`src/rtl/irq_route_pkg.sv`:
```
// Package irq_route_pkg
// Shared constants and the select-target type for the routing register window.
// Assumes a 32-bit bus word and 64-bit routing entries.
package irq_route_pkg;

    localparam int unsigned WORD_W       = 32;
    localparam int unsigned ENTRY_W      = 64;
    localparam int unsigned ID_W         = 8;
    localparam int unsigned MASK_BIT     = 16;
    localparam logic [7:0]  VERSION_CODE = 8'h11;

    // Kind of register that the current select value names
    typedef enum logic [1:0] {
        TGT_NONE  = 2'd0,
        TGT_ID    = 2'd1,
        TGT_VER   = 2'd2,
        TGT_ENTRY = 2'd3
    } tgt_e;

endpackage

```
`src/rtl/irq_route_decode.sv`:
```
// Module irq_route_decode
// Decodes the held select value into a target kind, an entry index and a half,
// and produces one write strobe per entry half for window writes.
// Assumes the table base is even and at least 2.
module irq_route_decode
    import irq_route_pkg::*;
#(
    parameter int unsigned SEL_W       = 8,
    parameter int unsigned NUM_ENTRIES = 24,
    parameter int unsigned TABLE_BASE  = 16
) (
    input  logic [SEL_W-1:0]       sel,
    input  logic                   win_wr,
    output tgt_e                   tgt,
    output logic [SEL_W-1:0]       idx,
    output logic                   upper,
    output logic [NUM_ENTRIES-1:0] wr_lo,
    output logic [NUM_ENTRIES-1:0] wr_hi
);

    localparam logic [SEL_W-1:0] BASE  = SEL_W'(TABLE_BASE);
    localparam logic [SEL_W-1:0] LIMIT = SEL_W'(NUM_ENTRIES);

    logic [SEL_W-1:0] rel;

    // Distance of the select from the table base; index is half of it
    assign rel   = sel - BASE;
    assign idx   = rel >> 1;
    assign upper = rel[0];

    // Classify the select value
    always_comb begin
        if (sel == '0) begin
            tgt = TGT_ID;
        end else if (sel == SEL_W'(1)) begin
            tgt = TGT_VER;
        end else if ((sel >= BASE) && (idx < LIMIT)) begin
            tgt = TGT_ENTRY;
        end else begin
            tgt = TGT_NONE;
        end
    end

    // One strobe per entry half
    for (genvar k = 0; k < NUM_ENTRIES; k++) begin : g_strobe
        assign wr_lo[k] = win_wr && (tgt == TGT_ENTRY) && (idx == SEL_W'(k)) && !upper;
        assign wr_hi[k] = win_wr && (tgt == TGT_ENTRY) && (idx == SEL_W'(k)) &&  upper;
    end

endmodule

```
`src/rtl/irq_route_entry.sv`:
```
// Module irq_route_entry
// Storage for one 64-bit routing entry, written one 32-bit half at a time.
// Assumes at most one half strobe is active per cycle.
module irq_route_entry
    import irq_route_pkg::*;
#(
    parameter logic [ENTRY_W-1:0] RESET_VAL = 64'h0000_0000_0001_0000
) (
    input  logic               clk,
    input  logic               rst_n,
    input  logic               wr_lo,
    input  logic               wr_hi,
    input  logic [WORD_W-1:0]  wdata,
    output logic [ENTRY_W-1:0] q
);

    logic rst_seen;

    // Half-word update of the entry, reset to the masked value
    always_ff @(posedge clk) begin
        if (!rst_n) begin
            q <= RESET_VAL;
        end else begin
            if (wr_lo) q[WORD_W-1:0]       <= wdata;
            if (wr_hi) q[ENTRY_W-1:WORD_W] <= wdata;
        end
    end

    // Remembers that reset was active at the previous edge
    always_ff @(posedge clk) begin
        rst_seen <= !rst_n;
    end

    // A low-half write keeps the high half
    p_keep_upper_r5: assert property (@(posedge clk) disable iff (!rst_n)
        (wr_lo && !wr_hi) |=> (q[ENTRY_W-1:WORD_W] == $past(q[ENTRY_W-1:WORD_W])));

    // A high-half write keeps the low half
    p_keep_lower_r5: assert property (@(posedge clk) disable iff (!rst_n)
        (wr_hi && !wr_lo) |=> (q[WORD_W-1:0] == $past(q[WORD_W-1:0])));

    // Entry holds the masked value right after reset
    always @(posedge clk) begin
        if (rst_seen && rst_n) begin
            p_reset_masked_r6: assert (q == RESET_VAL);
        end
    end

endmodule

```
`src/rtl/irq_route_rdmux.sv`:
```
// Module irq_route_rdmux
// Selects the 32-bit word that the data window returns for the decoded target.
// Assumes idx is in range whenever tgt is TGT_ENTRY.
module irq_route_rdmux
    import irq_route_pkg::*;
#(
    parameter int unsigned       SEL_W        = 8,
    parameter int unsigned       NUM_ENTRIES  = 24,
    parameter logic [WORD_W-1:0] VERSION_WORD = 32'h0017_0011
) (
    input  tgt_e                             tgt,
    input  logic [SEL_W-1:0]                 idx,
    input  logic                             upper,
    input  logic [ID_W-1:0]                  id_val,
    input  logic [NUM_ENTRIES*ENTRY_W-1:0]   table_flat,
    output logic [WORD_W-1:0]                win_data
);

    // Window read value by target kind
    always_comb begin
        win_data = '0;
        unique case (tgt)
            TGT_ID:  win_data = {id_val, {(WORD_W-ID_W){1'b0}}};
            TGT_VER: win_data = VERSION_WORD;
            TGT_ENTRY: begin
                for (int k = 0; k < int'(NUM_ENTRIES); k++) begin
                    if (idx == SEL_W'(k)) begin
                        win_data = upper ? table_flat[k*ENTRY_W+WORD_W +: WORD_W]
                                         : table_flat[k*ENTRY_W +: WORD_W];
                    end
                end
            end
            default: win_data = '0;
        endcase
    end

endmodule

```
`src/rtl/irq_route_regs.sv`:
```
// Module irq_route_regs
// Indirect register window over the interrupt routing table: a select register
// at one offset, a data window at another, and the whole table out in parallel.
// Assumes single-cycle bus writes and combinational reads.
module irq_route_regs
    import irq_route_pkg::*;
#(
    parameter int unsigned ADDR_W      = 8,
    parameter int unsigned NUM_ENTRIES = 24,
    parameter int unsigned SEL_W       = 8,
    parameter int unsigned ADDR_SEL    = 0,
    parameter int unsigned ADDR_WIN    = 16,
    parameter int unsigned TABLE_BASE  = 16
) (
    input  logic                           clk,
    input  logic                           rst_n,
    input  logic [ADDR_W-1:0]              bus_addr,
    input  logic                           bus_wr,
    input  logic [WORD_W-1:0]              bus_wdata,
    output logic [WORD_W-1:0]              bus_rdata,
    output logic [NUM_ENTRIES*ENTRY_W-1:0] route_table
);

    localparam logic [ENTRY_W-1:0] ENTRY_RESET  = ENTRY_W'(1) << MASK_BIT;
    localparam logic [WORD_W-1:0]  VERSION_WORD = {8'h00, 8'(NUM_ENTRIES-1), 8'h00, VERSION_CODE};

    logic                   hit_sel;
    logic                   hit_win;
    logic                   win_wr;
    logic [SEL_W-1:0]       sel_q;
    logic [ID_W-1:0]        id_q;
    tgt_e                   tgt;
    logic [SEL_W-1:0]       idx;
    logic                   upper;
    logic [NUM_ENTRIES-1:0] wr_lo;
    logic [NUM_ENTRIES-1:0] wr_hi;
    logic [WORD_W-1:0]      win_data;

    // Bus offset match
    assign hit_sel = (bus_addr == ADDR_W'(ADDR_SEL));
    assign hit_win = (bus_addr == ADDR_W'(ADDR_WIN));
    assign win_wr  = bus_wr && hit_win;

    // Select register load
    always_ff @(posedge clk) begin
        if (!rst_n) begin
            sel_q <= '0;
        end else if (bus_wr && hit_sel) begin
            sel_q <= bus_wdata[SEL_W-1:0];
        end
    end

    // Identifier load from the top byte of window writes
    always_ff @(posedge clk) begin
        if (!rst_n) begin
            id_q <= '0;
        end else if (win_wr && (tgt == TGT_ID)) begin
            id_q <= bus_wdata[WORD_W-1:WORD_W-ID_W];
        end
    end

    irq_route_decode #(
        .SEL_W       (SEL_W),
        .NUM_ENTRIES (NUM_ENTRIES),
        .TABLE_BASE  (TABLE_BASE)
    ) u_decode (
        .sel    (sel_q),
        .win_wr (win_wr),
        .tgt    (tgt),
        .idx    (idx),
        .upper  (upper),
        .wr_lo  (wr_lo),
        .wr_hi  (wr_hi)
    );

    for (genvar k = 0; k < NUM_ENTRIES; k++) begin : g_entry
        irq_route_entry #(
            .RESET_VAL (ENTRY_RESET)
        ) u_entry (
            .clk   (clk),
            .rst_n (rst_n),
            .wr_lo (wr_lo[k]),
            .wr_hi (wr_hi[k]),
            .wdata (bus_wdata),
            .q     (route_table[k*ENTRY_W +: ENTRY_W])
        );
    end

    irq_route_rdmux #(
        .SEL_W        (SEL_W),
        .NUM_ENTRIES  (NUM_ENTRIES),
        .VERSION_WORD (VERSION_WORD)
    ) u_rdmux (
        .tgt        (tgt),
        .idx        (idx),
        .upper      (upper),
        .id_val     (id_q),
        .table_flat (route_table),
        .win_data   (win_data)
    );

    // Bus read value by offset
    always_comb begin
        if (hit_sel) begin
            bus_rdata = WORD_W'(sel_q);
        end else if (hit_win) begin
            bus_rdata = win_data;
        end else begin
            bus_rdata = '0;
        end
    end

    // Select register follows a write to its offset
    p_sel_load_r1: assert property (@(posedge clk) disable iff (!rst_n)
        (bus_wr && hit_sel) |=> (sel_q == $past(bus_wdata[SEL_W-1:0])));

    // Identifier follows a window write with select zero
    p_id_load_r2: assert property (@(posedge clk) disable iff (!rst_n)
        (win_wr && (sel_q == '0)) |=> (id_q == $past(bus_wdata[WORD_W-1:WORD_W-ID_W])));

    // At most one entry half is written per cycle
    p_one_strobe_r4: assert property (@(posedge clk) disable iff (!rst_n)
        $onehot0({wr_lo, wr_hi}));

    // Writes to the version word or to undefined selects change nothing
    p_ignored_write_r7: assert property (@(posedge clk) disable iff (!rst_n)
        (win_wr && ((tgt == TGT_NONE) || (tgt == TGT_VER)))
        |=> ($stable(route_table) && $stable(id_q)));

    // Writes to unmapped offsets change nothing
    p_other_offset_r8: assert property (@(posedge clk) disable iff (!rst_n)
        (bus_wr && !hit_sel && !hit_win)
        |=> ($stable(route_table) && $stable(sel_q) && $stable(id_q)));

endmodule

```
`config.mk`:
```
export PLATFORM = sky130hd
export DESIGN_NAME = irq_route_regs
export DESIGN_NICKNAME = d
export VERILOG_FILES = /design/src/rtl/irq_route_pkg.sv /design/src/rtl/irq_route_decode.sv /design/src/rtl/irq_route_entry.sv /design/src/rtl/irq_route_rdmux.sv /design/src/rtl/irq_route_regs.sv
export SDC_FILE = /design/constraint.sdc
export NUM_CORES = 2
export LEC_CHECK = 0
export BUFFER_PORTS_ARGS = -buffer_cell sky130_fd_sc_hd__buf_2
export CELL_PAD_IN_SITES_DETAIL_PLACEMENT = 1
export CELL_PAD_IN_SITES_GLOBAL_PLACEMENT = 1
export CORE_AREA = 2 2 622 624
export DETAILED_ROUTE_END_ITERATION = 6
export DIE_AREA = 0 0 624 626
export PLACE_DENSITY = 0.42
export SLEW_MARGIN = 5
export SYNTH_ARGS = -nofsm -noshare
export SYNTH_HDL_FRONTEND = slang
export SYNTH_SLANG_ARGS = --single-unit
```
`constraint.sdc`:
```
create_clock -name clk -period 8.6 [get_ports clk]
set_input_delay 1.29 -clock clk [delete_from_list [all_inputs] [get_ports clk]]
set_output_delay 1.29 -clock clk [all_outputs]
set_load 0.05 [all_outputs]
```
After elaboration in Yosys (flattened, before gate mapping)
Cells that the tools add are included.

storage, ports and cells
  output and inout bits = 1568
  register bits after elaboration = 1552
  word-level logic and storage cells = 216

operators by class
  eq/ne operators = 28
  reduce and logical (&&, ||, !) cells = 81
  order comparisons = 2
  muxes and demuxes = 54
  add/sub/neg operators = 1

operator list
  operator                                                                             number
  32-bit two-way mux                                                                   50
  32-bit one-hot mux with 3 select lines                                               1
  1-bit logical AND                                                                    77
  7-bit by 4-bit equality test with 1-bit output, second input constant                8
  7-bit by 5-bit equality test with 1-bit output, second input constant                8
  7-bit by 3-bit equality test with 1-bit output, second input constant                4
  8-bit logical NOT                                                                    3
  7-bit by 2-bit equality test with 1-bit output, second input constant                2
  8-bit by 1-bit equality test with 1-bit output, second input constant                1
  8-bit by 5-bit equality test with 1-bit output, second input constant                1
  8-bit by 5-bit greater-or-equal comparator with 1-bit output, second input constant  1
  8-bit by 5-bit subtractor with 8-bit output, second input constant                   1
  7-bit by 1-bit equality test with 1-bit output, second input constant                1
  7-bit by 5-bit < comparator with 1-bit output, second input constant                 1
  2-bit two-way mux                                                                    3
  2-bit equality test, second input constant                                           2
  2-bit by 1-bit equality test with 1-bit output, second input constant                1
  1-bit logical NOT                                                                    1

Depth between registers and ports, before layout
  word-level depth = 29
  depth in mapped cells = 14
  mapped depth without buffers = 11

Hierarchy
Synthesis repeated with hierarchy kept, for this count alone.

second synthesis, totals
  cells, all modules = 7388
  area total of the unflattened synthesis = 79009.5 um^2

by module, submodules not included
  module            sequential area each (um^2)  area each (um^2)  cells each  times used
  irq_route_entry   1281.2                       2492.4            207         24
  irq_route_rdmux   0.0                          17505.5           2188        1
  irq_route_regs    320.3                        940.9             113         1
  irq_route_decode  0.0                          745.7             119         1

Worst setup path after synthesis
No wires, ideal clock.

  kind = register to output
  from = register sel_q[4]
  to = output port bus_rdata[16]
  slack = 3690 ps
  cell stages (with the launch flop) = 12
  required time = 7310 ps
  arrival time = 3620 ps
  cell sequence = dfxtp_1 buf_2 inv_1 ha_1 or4b_4 a31o_2 nor2_4 nand3_2 clkbuf_1 o21ai_0 a221oi_1 o21ai_0

on the way
  cells in the longest elaborated chain, start to end = 29
  elaborated cells between the ends (all ways) = 63
  those cells by class = add/sub (1); order compare (2); eq/ne (27); mux (30); reduce/logical (3)

ends and longest elaborated chain
  element                                      line                    source
  start, declared                              irq_route_regs.sv:30    logic [SEL_W-1:0] sel_q;
  start signal, assigned                       irq_route_regs.sv:49    sel_q <= bus_wdata[SEL_W-1:0];
  8-bit by 5-bit subtractor with 8-bit output  irq_route_decode.sv:27  assign rel = sel - BASE;
  8-bit logical NOT                            irq_route_rdmux.sv:27   if (idx == SEL_W'(k)) begin
  32-bit two-way mux (24 in series)            irq_route_rdmux.sv:27
  32-bit one-hot mux with 3 select lines (*)   irq_route_rdmux.sv:22   unique case (tgt)
  32-bit two-way mux (*)                       irq_route_regs.sv:106   end else if (hit_win) begin
  32-bit two-way mux (*)                       irq_route_regs.sv:104   if (hit_sel) begin
  end, declared                                irq_route_regs.sv:20    output logic [WORD_W-1:0] bus_rdata,

Mark *: on every way between the ends. The rest lies on a longest branch, timed or not.

Worst setup path in the final report
  from = register sel_q[4]
  to = output port bus_rdata[11]

Same word-level chain as after synthesis.

==> key figures <==
Clocking
  – CTS clk-pin slew, worst paths: 0.06 ns
  – CTS tree: done
  – Hold-fix buffers, CTS: 0
  – Sink Count: 1,552
  – CTS Buf Count: 209
  – Worst skew pair latency: 0.97 ns
  – Clk buf depth: 4
  – Post-CTS Setup Inserts: 0
  – H-tree depth: 4
  – Root buffer cell: clkbuf_16

Timing
  – Setup Total Neg Slack: -0.2104 ns
  – Period utilisation layout: 1.024
  – Worst rel slew slack: -0.04085
  – Fin worst setup slack: -0.2104 ns
  – Hold Violations, Final: 0
  – RSZ-0062 raised after global routing: false
  – Period minus WS final: 8.810 ns
  – Max Clk Rate: 0.1135 GHz
  – Final Setup Violations: 1
  – Worst-Margin Slew: 1.561 ns
  – Max Slew Vio Count: 4
  – Clock Skew: 0.07628 ns

Die
  – Area of the die: 0.3906 mm²
  – Initial cell density of the core: 0.1871
  – Die Ht: 626 µm
  – Site row count: 228
  – Core Region: 0.3843 mm²
  – Die width: 624 µm
  – I/O pin total: 1,611

Critical path
  – Worst setup SP type: register
  – Worst setup path category: reg -> out
  – CP endpoint kind: primary output
  – Critical-path maximum fanout: 34
  – Worst EP arrival: 7.52 ns
  – Required @ worst endpoint: 7.31 ns

Yosys
  – Post-synth top flop: dfxtp_1
  – Top-count cell post-synth: nand2_1
  – Commonest cells post-synth: nand2_1, dfxtp_1, a21boi_0
  – Ys Warns: 0
  – Yosys top cell area share: 0.4321
  – EDFF count, synth: 0
  – Mapped cell area: 0.07190 mm²
  – Synth top area cells: dfxtp_1, nand2_1, a21boi_0, mux2i_1, a21boi_1
  – Yosys cell types: 69
  – Synth area leader: dfxtp_1
  – Post-synthesis sequential area ratio: 0.4321
  – Avg Cell Area, Syn: 8.134 µm²
  – Post-synthesis async set-or-reset flop share: 0
  – Synth Register Bits: 1,552
  – Synth Net Count: 8,885
  – Synth Instances: 8,840

Run status
  – Outcome: complete, but fails checks
  – Failing checks: max-capacitance violations, max-slew violations, negative setup slack

Detailed routing
  – WL/cell: 43.52 µm
  – Vias: 77,965
  – Routed Antenna Nets: 0
  – DRC viols: 0
  – Final wirelength: 666.5 mm
  – Pre-Repair DR Iteration Count: 5
  – Initial drt markers: 7,408
  – Via density: 5.091

GRT
  – Initial antenna violation count: 84
  – First-pass GRT wire length: 838.0 mm
  – GRT Overall Usage: 0.3268
  – Overflow after GRT: 0
  – Vias in the first global route: 75,670
  – Pin count of the biggest net entering global routing: 219

Pwr
  – Leak pwr: 0.03335 µW
  – PnR Total Power: 16,880 µW
  – Worst vdd ir: 0.0001497 V
  – PD cells: 182.3 mW/mm²

Final layout
  – P&R area growth vs syn: 28.74%
  – Share of cells above drive strength 1: 0.2443
  – Fin util: 0.2409
  – Fillers: 45,096
  – Nets: 10,096

Placement
  – RD Place Congestion: 0.9758
  – Buffers added on ports: 1,610
  – Placed wire-length estimate: 508.8 mm

Worst hold path
  – Path category of the worst min-delay check: reg -> reg

Run
  – Maxcap violations: 3
-- per-stage QoR --
step                setup WS, ns  cell area, µm²  std cells  hold slack, ns
detailed placement        0.5994           85540      14898          0.4586
CTS                      0.03024           92450      15273          0.4668
finish                   -0.2104           92570      15313          0.4659
global route             0.06827           92490      15282          0.4877
floorplan                  3.690           71900       8840          0.4412
global placement          0.6982           85510      14897          0.4517
-- power by group --
group | total [µW] | internal (µW) | switching, µW
clock | 9100 | 5160 | 3940
combinational | 585 | 115 | 470
sequential | 7190 | 7190 | 0.453
-- logic make-up after synthesis --
logic type                 count (synthesis)  share of synthesized area
buffers and inverters                    851                    0.05036
and+or+nand+nor                         3332                     0.1857
adders and majority gates                  2                  0.0003480
muxes                                    728                     0.1111
DFF                                     1552                     0.4321
xor gates and xnor gates                   1                  0.0001218
AOI/OAI and AO/OA                       2374                     0.2202
-- registers in the layout, indices dropped and copies added, names as in the netlist --
| signal | cells |
|---|---|
| g_entry.u_entry.q | 1536 |
| id_q | 8 |
| sel_q | 8 |
-- placed cells by master, fill, tap and decap left out, types with 34 or more instances in the layout --
cell type and count:
mux4_2 45, o22ai_1 86, nand3_1 372, a21boi_0 774
o21ai_0 519, nand2_1 2603, a21oi_1 249, clkinv_2 34
diode_2 38, nor3_1 37, nor2_1 135, dfxtp_1 1549
buf_4 247, clkbuf_8 47, o21ai_1 49, clkbuf_1 49
mux2i_1 563, buf_2 1577, mux2_2 111, clkbuf_16 210
a21boi_1 439, nor2_4 35
-- path summary, 6_finish.rpt --
kind	start	to	slack [ns]	cells after the start
min	g_entry[10].u_entry.q[13]	g_entry[10].u_entry.q[13]	0.47	2
min reg2reg	g_entry[10].u_entry.q[13]	g_entry[10].u_entry.q[13]	0.47	2
max reg2reg	sel_q[4]	g_entry[5].u_entry.q[40]	2.02	13
max	sel_q[4]	bus_rdata[11]	-0.21	9
-- final cells by class --
type | count | area [µm²] | share of cell area
Tap cell | 5060 | 6331 | 0.06839
Timing Repair Buffer | 1843 | 10100 | 0.1092
Inverter | 8 | 31.28 | 0.0003379
Sequential cell | 1552 | 31080 | 0.3358
Multi-Input combinational cell | 6437 | 38030 | 0.4109
Clock inverter | 69 | 805.8 | 0.008705
Clock buffer | 306 | 6086 | 0.06574
Antenna cell | 38 | 95.09 | 0.001027
-- metal layers --
metal,vias up,routed length (µm),GRT usage
met5,-,36,0
met4,6,46290,0.1923
met3,877,47600,0.07586
met2,3312,305000,0.5317
met1,41021,267600,0.3924
li1,32749,-,-
-- repair_timing --
action / CTS / global route
endpoints found under the setup margin: 1 / 1
pin swaps: 0 / 0
cloned: 0 / 0
resized for setup: 2 / 1
-- worst max-delay path, cell delays in order, from the launching register on --
cell      delay (ns)
dfxtp_1         0.79
nand2b_2        0.86
nor2_4          0.94
buf_4           0.69
nand2_1         0.26
a21oi_1         1.09
o221ai_1        0.84
a31oi_1         0.59
o22ai_1         0.14
buf_2           0.27
(Power assumes the default switching activity.)
